[config.mk]
export PLATFORM = sky130hd
export DESIGN_NAME = cache_hit_unit
export DESIGN_NICKNAME = d
export VERILOG_FILES = /design/src/rtl/chu_pkg.sv /design/src/rtl/chu_tlb_match.sv /design/src/rtl/chu_dir_compare.sv /design/src/rtl/chu_way_select.sv /design/src/rtl/cache_hit_unit.sv
export SDC_FILE = /design/constraint.sdc
export NUM_CORES = 1
export LEC_CHECK = 0
export ABC_AREA = 1
export BUFFER_PORTS_ARGS = -buffer_cell sky130_fd_sc_hd__buf_2
export CAP_MARGIN = 20
export CELL_PAD_IN_SITES_DETAIL_PLACEMENT = 1
export CELL_PAD_IN_SITES_GLOBAL_PLACEMENT = 2
export CORE_ASPECT_RATIO = 0.5
export CORE_MARGIN = 3
export CORE_UTILIZATION = 21
export CTS_CLUSTER_SIZE = 8
export DETAILED_ROUTE_END_ITERATION = 12
export GPL_ROUTABILITY_DRIVEN = 0
export HOLD_SLACK_MARGIN = 0.12
export PLACE_DENSITY_LB_ADDON = 0.1
export REMOVE_ABC_BUFFERS = 1
export SLEW_MARGIN = 20
export SYNTH_ARGS = -nofsm -noshare
export SYNTH_HDL_FRONTEND = slang
export SYNTH_SLANG_ARGS = --single-unit
[constraint.sdc]
create_clock -name clk -period 2.4 [get_ports clk]
set_input_delay 0.12 -clock clk [delete_from_list [all_inputs] [get_ports clk]]
set_output_delay 0.12 -clock clk [all_outputs]
set_load 0.01 [all_outputs]
[src/rtl/chu_pkg.sv]
package chu_pkg;
  localparam int unsigned VEC_MAX = 32;

  // isolate the lowest set bit of a vector (lowest index wins)
  function automatic logic [VEC_MAX-1:0] pick_lowest(input logic [VEC_MAX-1:0] v);
    return v & (~v + 1'b1);
  endfunction

  // true when more than one bit is set
  function automatic logic several_set(input logic [VEC_MAX-1:0] v);
    return (v & (v - 1'b1)) != '0;
  endfunction
endpackage

[src/rtl/chu_tlb_match.sv]
module chu_tlb_match
  import chu_pkg::*;
#(
  parameter int unsigned TLB_N  = 2,
  parameter int unsigned VTAG_W = 8,
  parameter int unsigned ATAG_W = 10
) (
  input  logic [VTAG_W-1:0]       req_vtag,
  input  logic [TLB_N-1:0]        ltlb_valid,
  input  logic [TLB_N*VTAG_W-1:0] ltlb_vtag,
  input  logic [TLB_N*ATAG_W-1:0] atlb_page,
  output logic                    tlb_hit,
  output logic [ATAG_W-1:0]       abs_tag
);
  logic [TLB_N-1:0] ent_match;
  logic [TLB_N-1:0] ent_sel;

  for (genvar e = 0; e < TLB_N; e++) begin : g_ent
    assign ent_match[e] = ltlb_valid[e] && (ltlb_vtag[e*VTAG_W +: VTAG_W] == req_vtag);
  end

  always_comb begin
    logic [VEC_MAX-1:0] wide;
    wide    = VEC_MAX'(ent_match);
    ent_sel = TLB_N'(pick_lowest(wide));
    tlb_hit = |ent_match;
    abs_tag = '0;
    for (int e = 0; e < TLB_N; e++) begin
      abs_tag |= atlb_page[e*ATAG_W +: ATAG_W] & {ATAG_W{ent_sel[e]}};
    end
  end
endmodule

[src/rtl/chu_dir_compare.sv]
module chu_dir_compare #(
  parameter int unsigned WAYS   = 4,
  parameter int unsigned ATAG_W = 10
) (
  input  logic                   lookup_en,
  input  logic [ATAG_W-1:0]      abs_tag,
  input  logic [WAYS-1:0]        dir_valid,
  input  logic [WAYS*ATAG_W-1:0] dir_tag,
  output logic [WAYS-1:0]        way_match
);
  for (genvar w = 0; w < WAYS; w++) begin : g_way
    logic tag_eq;
    assign tag_eq       = (dir_tag[w*ATAG_W +: ATAG_W] == abs_tag);
    assign way_match[w] = lookup_en && dir_valid[w] && tag_eq;
  end
endmodule

[src/rtl/chu_way_select.sv]
module chu_way_select
  import chu_pkg::*;
#(
  parameter int unsigned WAYS   = 4,
  parameter int unsigned DATA_W = 32
) (
  input  logic [WAYS-1:0]        way_match,
  input  logic [WAYS*DATA_W-1:0] way_data,
  output logic [WAYS-1:0]        sel_onehot,
  output logic                   any_hit,
  output logic                   multi,
  output logic [DATA_W-1:0]      sel_data
);
  always_comb begin
    logic [VEC_MAX-1:0] wide;
    wide       = VEC_MAX'(way_match);
    sel_onehot = WAYS'(pick_lowest(wide));
    any_hit    = |way_match;
    multi      = several_set(wide);
    sel_data   = '0;
    for (int w = 0; w < WAYS; w++) begin
      sel_data |= way_data[w*DATA_W +: DATA_W] & {DATA_W{sel_onehot[w]}};
    end
  end
endmodule

[src/rtl/cache_hit_unit.sv]
module cache_hit_unit #(
  parameter int unsigned TLB_N  = 2,
  parameter int unsigned VTAG_W = 8,
  parameter int unsigned ATAG_W = 10,
  parameter int unsigned WAYS   = 4,
  parameter int unsigned DATA_W = 32
) (
  input  logic                    clk,
  input  logic                    rst_n,
  input  logic                    req_valid,
  input  logic [VTAG_W-1:0]       req_vtag,
  input  logic [TLB_N-1:0]        ltlb_valid,
  input  logic [TLB_N*VTAG_W-1:0] ltlb_vtag,
  input  logic [TLB_N*ATAG_W-1:0] atlb_page,
  input  logic [WAYS-1:0]         dir_valid,
  input  logic [WAYS*ATAG_W-1:0]  dir_tag,
  input  logic [WAYS*DATA_W-1:0]  way_data,
  output logic                    hit,
  output logic [WAYS-1:0]         hit_way,
  output logic                    multi_hit,
  output logic [DATA_W-1:0]       data_out
);
  // internal events brought out for checking
  logic              tlb_hit;
  logic [ATAG_W-1:0] abs_tag;
  logic              lookup_en;
  logic [WAYS-1:0]   way_match;
  logic [WAYS-1:0]   sel_onehot;
  logic              lookup_hit;
  logic              lookup_multi;
  logic [DATA_W-1:0] sel_data;

  logic              hit_q;
  logic [WAYS-1:0]   way_q;
  logic              err_q;
  logic [DATA_W-1:0] data_q;

  chu_tlb_match #(.TLB_N(TLB_N), .VTAG_W(VTAG_W), .ATAG_W(ATAG_W)) u_tlb (
    .req_vtag  (req_vtag),
    .ltlb_valid(ltlb_valid),
    .ltlb_vtag (ltlb_vtag),
    .atlb_page (atlb_page),
    .tlb_hit   (tlb_hit),
    .abs_tag   (abs_tag)
  );

  assign lookup_en = req_valid && tlb_hit;

  chu_dir_compare #(.WAYS(WAYS), .ATAG_W(ATAG_W)) u_dir (
    .lookup_en(lookup_en),
    .abs_tag  (abs_tag),
    .dir_valid(dir_valid),
    .dir_tag  (dir_tag),
    .way_match(way_match)
  );

  chu_way_select #(.WAYS(WAYS), .DATA_W(DATA_W)) u_sel (
    .way_match (way_match),
    .way_data  (way_data),
    .sel_onehot(sel_onehot),
    .any_hit   (lookup_hit),
    .multi     (lookup_multi),
    .sel_data  (sel_data)
  );

  // verdict registers reload every edge: one-cycle lifetime
  always_ff @(posedge clk) begin
    if (!rst_n) begin
      hit_q  <= 1'b0;
      way_q  <= '0;
      err_q  <= 1'b0;
      data_q <= '0;
    end else begin
      hit_q <= lookup_hit;
      way_q <= sel_onehot;
      err_q <= lookup_multi;
      if (lookup_hit) data_q <= sel_data;
    end
  end

  assign hit       = hit_q;
  assign hit_way   = way_q;
  assign multi_hit = err_q;
  assign data_out  = data_q;

  assert_way_onehot_R3: assert property (@(posedge clk) disable iff (!rst_n)
    hit_q |-> ($countones(way_q) == 1));
  assert_miss_way_clear_R3: assert property (@(posedge clk) disable iff (!rst_n)
    !hit_q |-> (way_q == '0));
  assert_idle_no_hit_R10: assert property (@(posedge clk) disable iff (!rst_n)
    !req_valid |=> (!hit_q && !err_q));
  assert_miss_holds_data_R5: assert property (@(posedge clk) disable iff (!rst_n)
    !lookup_hit |=> $stable(data_q));
  assert_err_needs_hit_R7: assert property (@(posedge clk) disable iff (!rst_n)
    err_q |-> hit_q);
  assert_pick_lowest_R7: assert property (@(posedge clk) disable iff (!rst_n)
    lookup_hit |-> (((sel_onehot & way_match) == sel_onehot) &&
                    (((sel_onehot - 1'b1) & way_match) == '0)));
  assert_valid_gate_R6: assert property (@(posedge clk) disable iff (!rst_n)
    (way_match & ~dir_valid) == '0);
endmodule

# Word level (Yosys, flattened, before mapping)

Cells that the tools add are included.

RAM bits: 0
Flip-flop bits (word level): 38
Input port bits: 221
Latch bits: 0
Memories: 0
ROM bits: 0
Word-level logic and storage cells: 42
Output and inout port bits: 38

Shift operators: 0
Add/sub/neg operators: 3
Multipliers: 0
Bitwise operators: 15
Order comparisons: 0
Multiplexer cells: 0
Equal/unequal tests: 6
Reduce and logical (&&, ||, !) cells: 14
Divide/modulo/power cells: 0

Operators by type and width:

| cell                                              | count |
|---|---|
| bitwise AND 32 bit                                | 4 |
| OR 32 bit                                         | 3 |
| equality test 10 bit                              | 4 |
| bitwise AND 4 x 32 -> 32 bit                      | 1 |
| nonzero test 32 bit                               | 1 |
| bitwise AND 10 bit                                | 2 |
| equality test 8 bit                               | 2 |
| logical AND 1 bit                                 | 11 |
| OR 10 bit                                         | 1 |
| subtractor 4 x 1 -> 5 bit (second input constant) | 1 |
| adder 4 x 1 -> 4 bit (second input constant)      | 1 |
| bitwise AND 4 bit                                 | 1 |
| inverter 4 bit                                    | 1 |
| OR reduction 4 bit                                | 1 |
| adder 2 x 1 -> 2 bit (second input constant)      | 1 |
| bitwise AND 2 bit                                 | 1 |
| inverter 2 bit                                    | 1 |
| OR reduction 2 bit                                | 1 |

# Longest topological paths before layout

Depth after elaboration: 16
Mapped depth: 23
Mapped depth without buffers: 22

# Cells and area by module

A second synthesis with hierarchy kept.

Cells, all modules: 775
Area total of the unflattened synthesis: 4063.9 um^2

By module, submodules not included:

| module          | area an instance (um^2) | seq. area each (um^2) | times used | cells an instance |
|---|---|---|---|---|
| cache_hit_unit  | 1497.7                  | 760.7                 | 1          | 223 |
| chu_way_select  | 1298.7                  | 0.0                   | 1          | 267 |
| chu_dir_compare | 744.5                   | 0.0                   | 1          | 174 |
| chu_tlb_match   | 523.0                   | 0.0                   | 1          | 111 |

# Worst setup path before layout

OpenSTA, ideal clock, no wires.

Path type: input-to-reg
From: in req_vtag[4]
To: reg data_q[21] (netlist: data_out[21])
Stages on the path: 15
Slack: 0.405 ns
Required time: 2.281 ns
Path buffers: 1
Arrival time: 1.876 ns
Setup time: 0.119 ns
Cell sequence: xnor2_1 nand2_1 nor3_1 nand2_1 clkinv_1 nand2_1 o21ai_1 inv_1 nand2_1 nand4_1 nor2_1 nand2_1 buf_2 o21ai_0 a21oi_1

Cells in the longest elaborated chain, start to end: 16
Elaborated cells between the ends (all ways): 35
Those cells by class: 2 x add/sub; 6 x eq/ne; 14 x bitwise; 13 x reduce/logical

RTL lines:

| item                    | RTL line              | text |
|---|---|---|
| start: declaration      | cache_hit_unit.sv:11  | `input logic [VTAG_W-1:0] req_vtag,` |
| equality test 8 bit     | chu_tlb_match.sv:19   | `assign ent_match[e] = ltlb_valid[e] && (ltlb_vtag[e*VTAG_W +: VTAG_W] == req_vtag);` |
| logical AND 1 bit       | chu_tlb_match.sv:19   |  |
| inverter 2 bit          | chu_pkg.sv:6          | `return v & (~v + 1'b1);` |
| adder 2 x 1 -> 2 bit    | chu_pkg.sv:6          |  |
| bitwise AND 2 bit       | chu_pkg.sv:6          |  |
| bitwise AND 10 bit      | chu_tlb_match.sv:29   | `abs_tag \|= atlb_page[e*ATAG_W +: ATAG_W] & {ATAG_W{ent_sel[e]}};` |
| OR 10 bit               | chu_tlb_match.sv:29   |  |
| equality test 10 bit    | chu_dir_compare.sv:13 | `assign tag_eq = (dir_tag[w*ATAG_W +: ATAG_W] == abs_tag);` |
| logical AND 1 bit       | chu_dir_compare.sv:14 | `assign way_match[w] = lookup_en && dir_valid[w] && tag_eq;` |
| inverter 4 bit          | chu_pkg.sv:6          |  |
| adder 4 x 1 -> 4 bit    | chu_pkg.sv:6          |  |
| bitwise AND 4 bit       | chu_pkg.sv:6          |  |
| bitwise AND 32 bit      | chu_way_select.sv:22  | `sel_data \|= way_data[w*DATA_W +: DATA_W] & {DATA_W{sel_onehot[w]}};` |
| OR 32 bit (3 in series) | chu_way_select.sv:22  |  |
| end signal: assignment  | cache_hit_unit.sv:77  | `if (lookup_hit) data_q <= sel_data;` |
| end: declaration        | cache_hit_unit.sv:36  | `logic [DATA_W-1:0] data_q;` |

Several ways; a longest one is shown, not always the timed one.
A chain may end at the register's enable or synchronous reset.

# Final worst setup path

From: in req_vtag[4]
To: reg data_q[5] (netlist: data_out[5])

The elaborated chain is that of the path after synthesis.

==> impl_results.md <==
* Critical path startpoint: req_vtag[4]
* Initial DRC count at 330
* Area Overhead vs Synth at 78.7%
* Max-cap violations at 0
* Post-synth top cells: nand2_1 (258), inv_1 (148), nand3_1 (139), nor2_1 (89), a21oi_1 (40)
* Final setup margin at between 0.03 and 0.04 ns
* Hold WS at approximately 0.11 ns
* Remaining antenna violation count at 0
* DP Worst Slack at -0.383 ns
* CTS buffer count at 5
* Core box area at around 0.022 mm²
* Clk buf depth at 2
* Row Count at 38
* Clk_lat worst skew at about 0.28 ns
* Synth area leader: nand2_1
* Drt first pass iters at 4
* Synth top area share at 0.205
* RSZ-0062 raised after global routing: yes
* Num ports at 259
* Routed Wire Length at 26800 µm
* Critical path class: in -> reg
* Sequential-to-total area share from yosys stat at 0.161
* GRT Total Usage at 0.190
* Pleak at approximately 4.7 nW
* Critical path fanouts, max at 8
* Worst R2R Start: data_out[17]
* Worst-path cell chain: buf_6 > buf_6 > xor2_4 > nor2_2 > nand2_2 > nor2_4 > buf_12 > nand3_4 > buf_6 > nand3_4 > nand2_2 > inv_2 > nand2_2 > nor2_4 > buf_6 > inv_4 > nor2_4 > clkbuf_16 > nand3_2 > nand2_2 > nor2_2 > a21oi_1
* Post-Syn Area at 0.00472 mm²
* CTS Sinks at 38
* PD cells at between 200 and 250 mW/mm²
* Post-Syn Instances at 892
* Clk root buf: clkbuf_16
* Fin. max-slew vios at 0
* Placed wire-length estimate at 20000 µm
* CTS HTree Levels at 2
* Layout cells sized above 1 at 0.470
* First-pass GRT wire length at 36800 µm
* Outcome: finished, final reports clean
* Die Ht at 112 µm
* Synthesis warning total at 0
* Placed insts at 1501
* Initial antenna violation count at 2
* HP Start: way_data[120]
* Tcrit/Tclk final at 0.987
* Core Util, Final at 0.386
* Average size of a mapped cell at 5.30 µm²
* IO Port Bufs at around 260
* Crit. End Element: flop
* Count leader, synth: nand2_1
* Worst-path clk slew at 0.06 ns
* Clock Skew at 0 ns
* Vias in the first global route at 6982
* Critical Path Max Stage Delay at approximately 0.26 ns
* Overflow after GRT at 0
* Cell Count, Final, Fillers Out at 1537
* Worst setup SP type: input port
* Tot Pwr at ~1.9 mW
* Initial Utilization at 0.216
* Drt drc at 0
* Async SR Flop Fraction at 0
* Synth top area cells: nand2_1 (21%), dfxtp_1 (16%), nand3_1 (15%), inv_1 (12%), nor2_1 (7.1%)
* Die Area at 0.0244 mm²
* Chip Width at roughly 220 µm
* Critical path's slowest cell: clkbuf_16
* #FFs+latches synth at 38
* Largest net degree at the start of global routing at 37
* Wirelength per Cell at around 17 µm
* Number of synthesized flops with an enable pin at 0
* Final #Nets at ~1500
* Relative max-transition margin at 0.753
* Worst IR drop on VDD at roughly 0.26 mV
* Top FF cell, synth: dfxtp_1
* Fin crit period at between 2 and 2.5 ns
* Slew @ Worst Pin at 0.367 ns
* Netlist cell types at 33
* Worst min-delay path class: in -> reg
* Max Fclk at about 420 MHz
* Final Hold Violating Endpoints at 0
* CP required at approximately 2.6 ns
* TritonCTS clock tree: done
* Arr. time, crit path at ~2.6 ns
* Setup-failing EPs final at 0
* Vias/cell at roughly 4.5
* Vias at just under 7000
## metal layers
metal	GRT usage	routed length (µm)	part of all wire
met1	0.250	12000	0.45
met2	0.343	13600	0.51
met3	0.0227	1090	0.040
met4	0.0243	183	0.0068
met5	0	7	0.00026
## final timing paths
check | endpoint | slack (ns) | cells after the start
max | data_out[5] | 0.03 | 22
min | data_out[24] | 0.11 | 3
max reg2reg | data_out[17] | 1.68 | 4
min reg2reg | data_out[1] | 0.55 | 4
## layout by cell type (no fill, tap or decap), types with 3 or more instances in the layout
cell,count
nand3_2,39
nor3_1,3
nor2_4,16
a21oi_1,30
nand3_4,16
inv_4,3
a21oi_2,10
o21ai_1,27
nand2_4,12
inv_2,15
buf_6,14
inv_1,141
nor2_2,30
buf_2,255
dfxtp_1,38
nand3_1,97
nor2_1,58
buf_12,16
nand3b_1,8
clkbuf_16,20
xor2_1,4
o21ai_2,10
nand2_1,215
buf_4,68
nand2_2,43
o21ai_0,14
nand4_1,8
## cells by family (layout without fill, tap and decap cells)
group | after synthesis | in the layout | synth area share
xor gates and xnor gates | 10 | 10 | 0.0185
other | 0 | 2 | 0
AOI/OAI and AO/OA | 98 | 98 | 0.107
and+or+nand+nor | 550 | 550 | 0.530
buffers and inverters | 196 | 539 | 0.183
DFF | 38 | 38 | 0.161
## flip-flops by register name, indices dropped and copies added, names as in the netlist
signal	cells
hit_way	4
multi_hit	1
hit	1
data_out	32
## cell type report
class                      count  area (µm²)
inverter                     161         619
sequential                    38         761
tap                          300         375
fill                        2948       13400
multi-input combinational    658        3860
timing repair buffer         371        2680
antenna                        2        5.00
timing repair inverter         1        5.00
clock buffer                   6         139
## worst max-delay path: cells and delay by family
kind	cells	cell delay, ns
xor+xnor	1	0.18
simple gates	12	1.14
buf+inv	8	1.00
compound gates	1	0.12
## through the flow
step / setup TNS (ns) / instance area (µm²)
after detailed placement: -11.73 / 6930
after CTS: 0 / 7080
final: 0 / 8440
after global routing: -2.79 / 8440
after floorplan: -16.61 / 4460
after global placement: -11.02 / 6930
## power by group
group	internal [mW]	switching (mW)	leakage (nW)
logic	0.267	0.302	4.35
clock network	0.402	0.269	0.0688
registers	0.631	0.00000588	0.306
## what timing repair did
action                                  4_1_cts  5_1_grt
hold buffers                                  0        1
pin swaps                                     0       45
resized for setup                             4      224
hold endpoints to repair                      0        1
cloned                                        0       19
setup buffers                                 0       11
endpoints found under the setup margin       25       38
(Power assumes the default switching activity.)
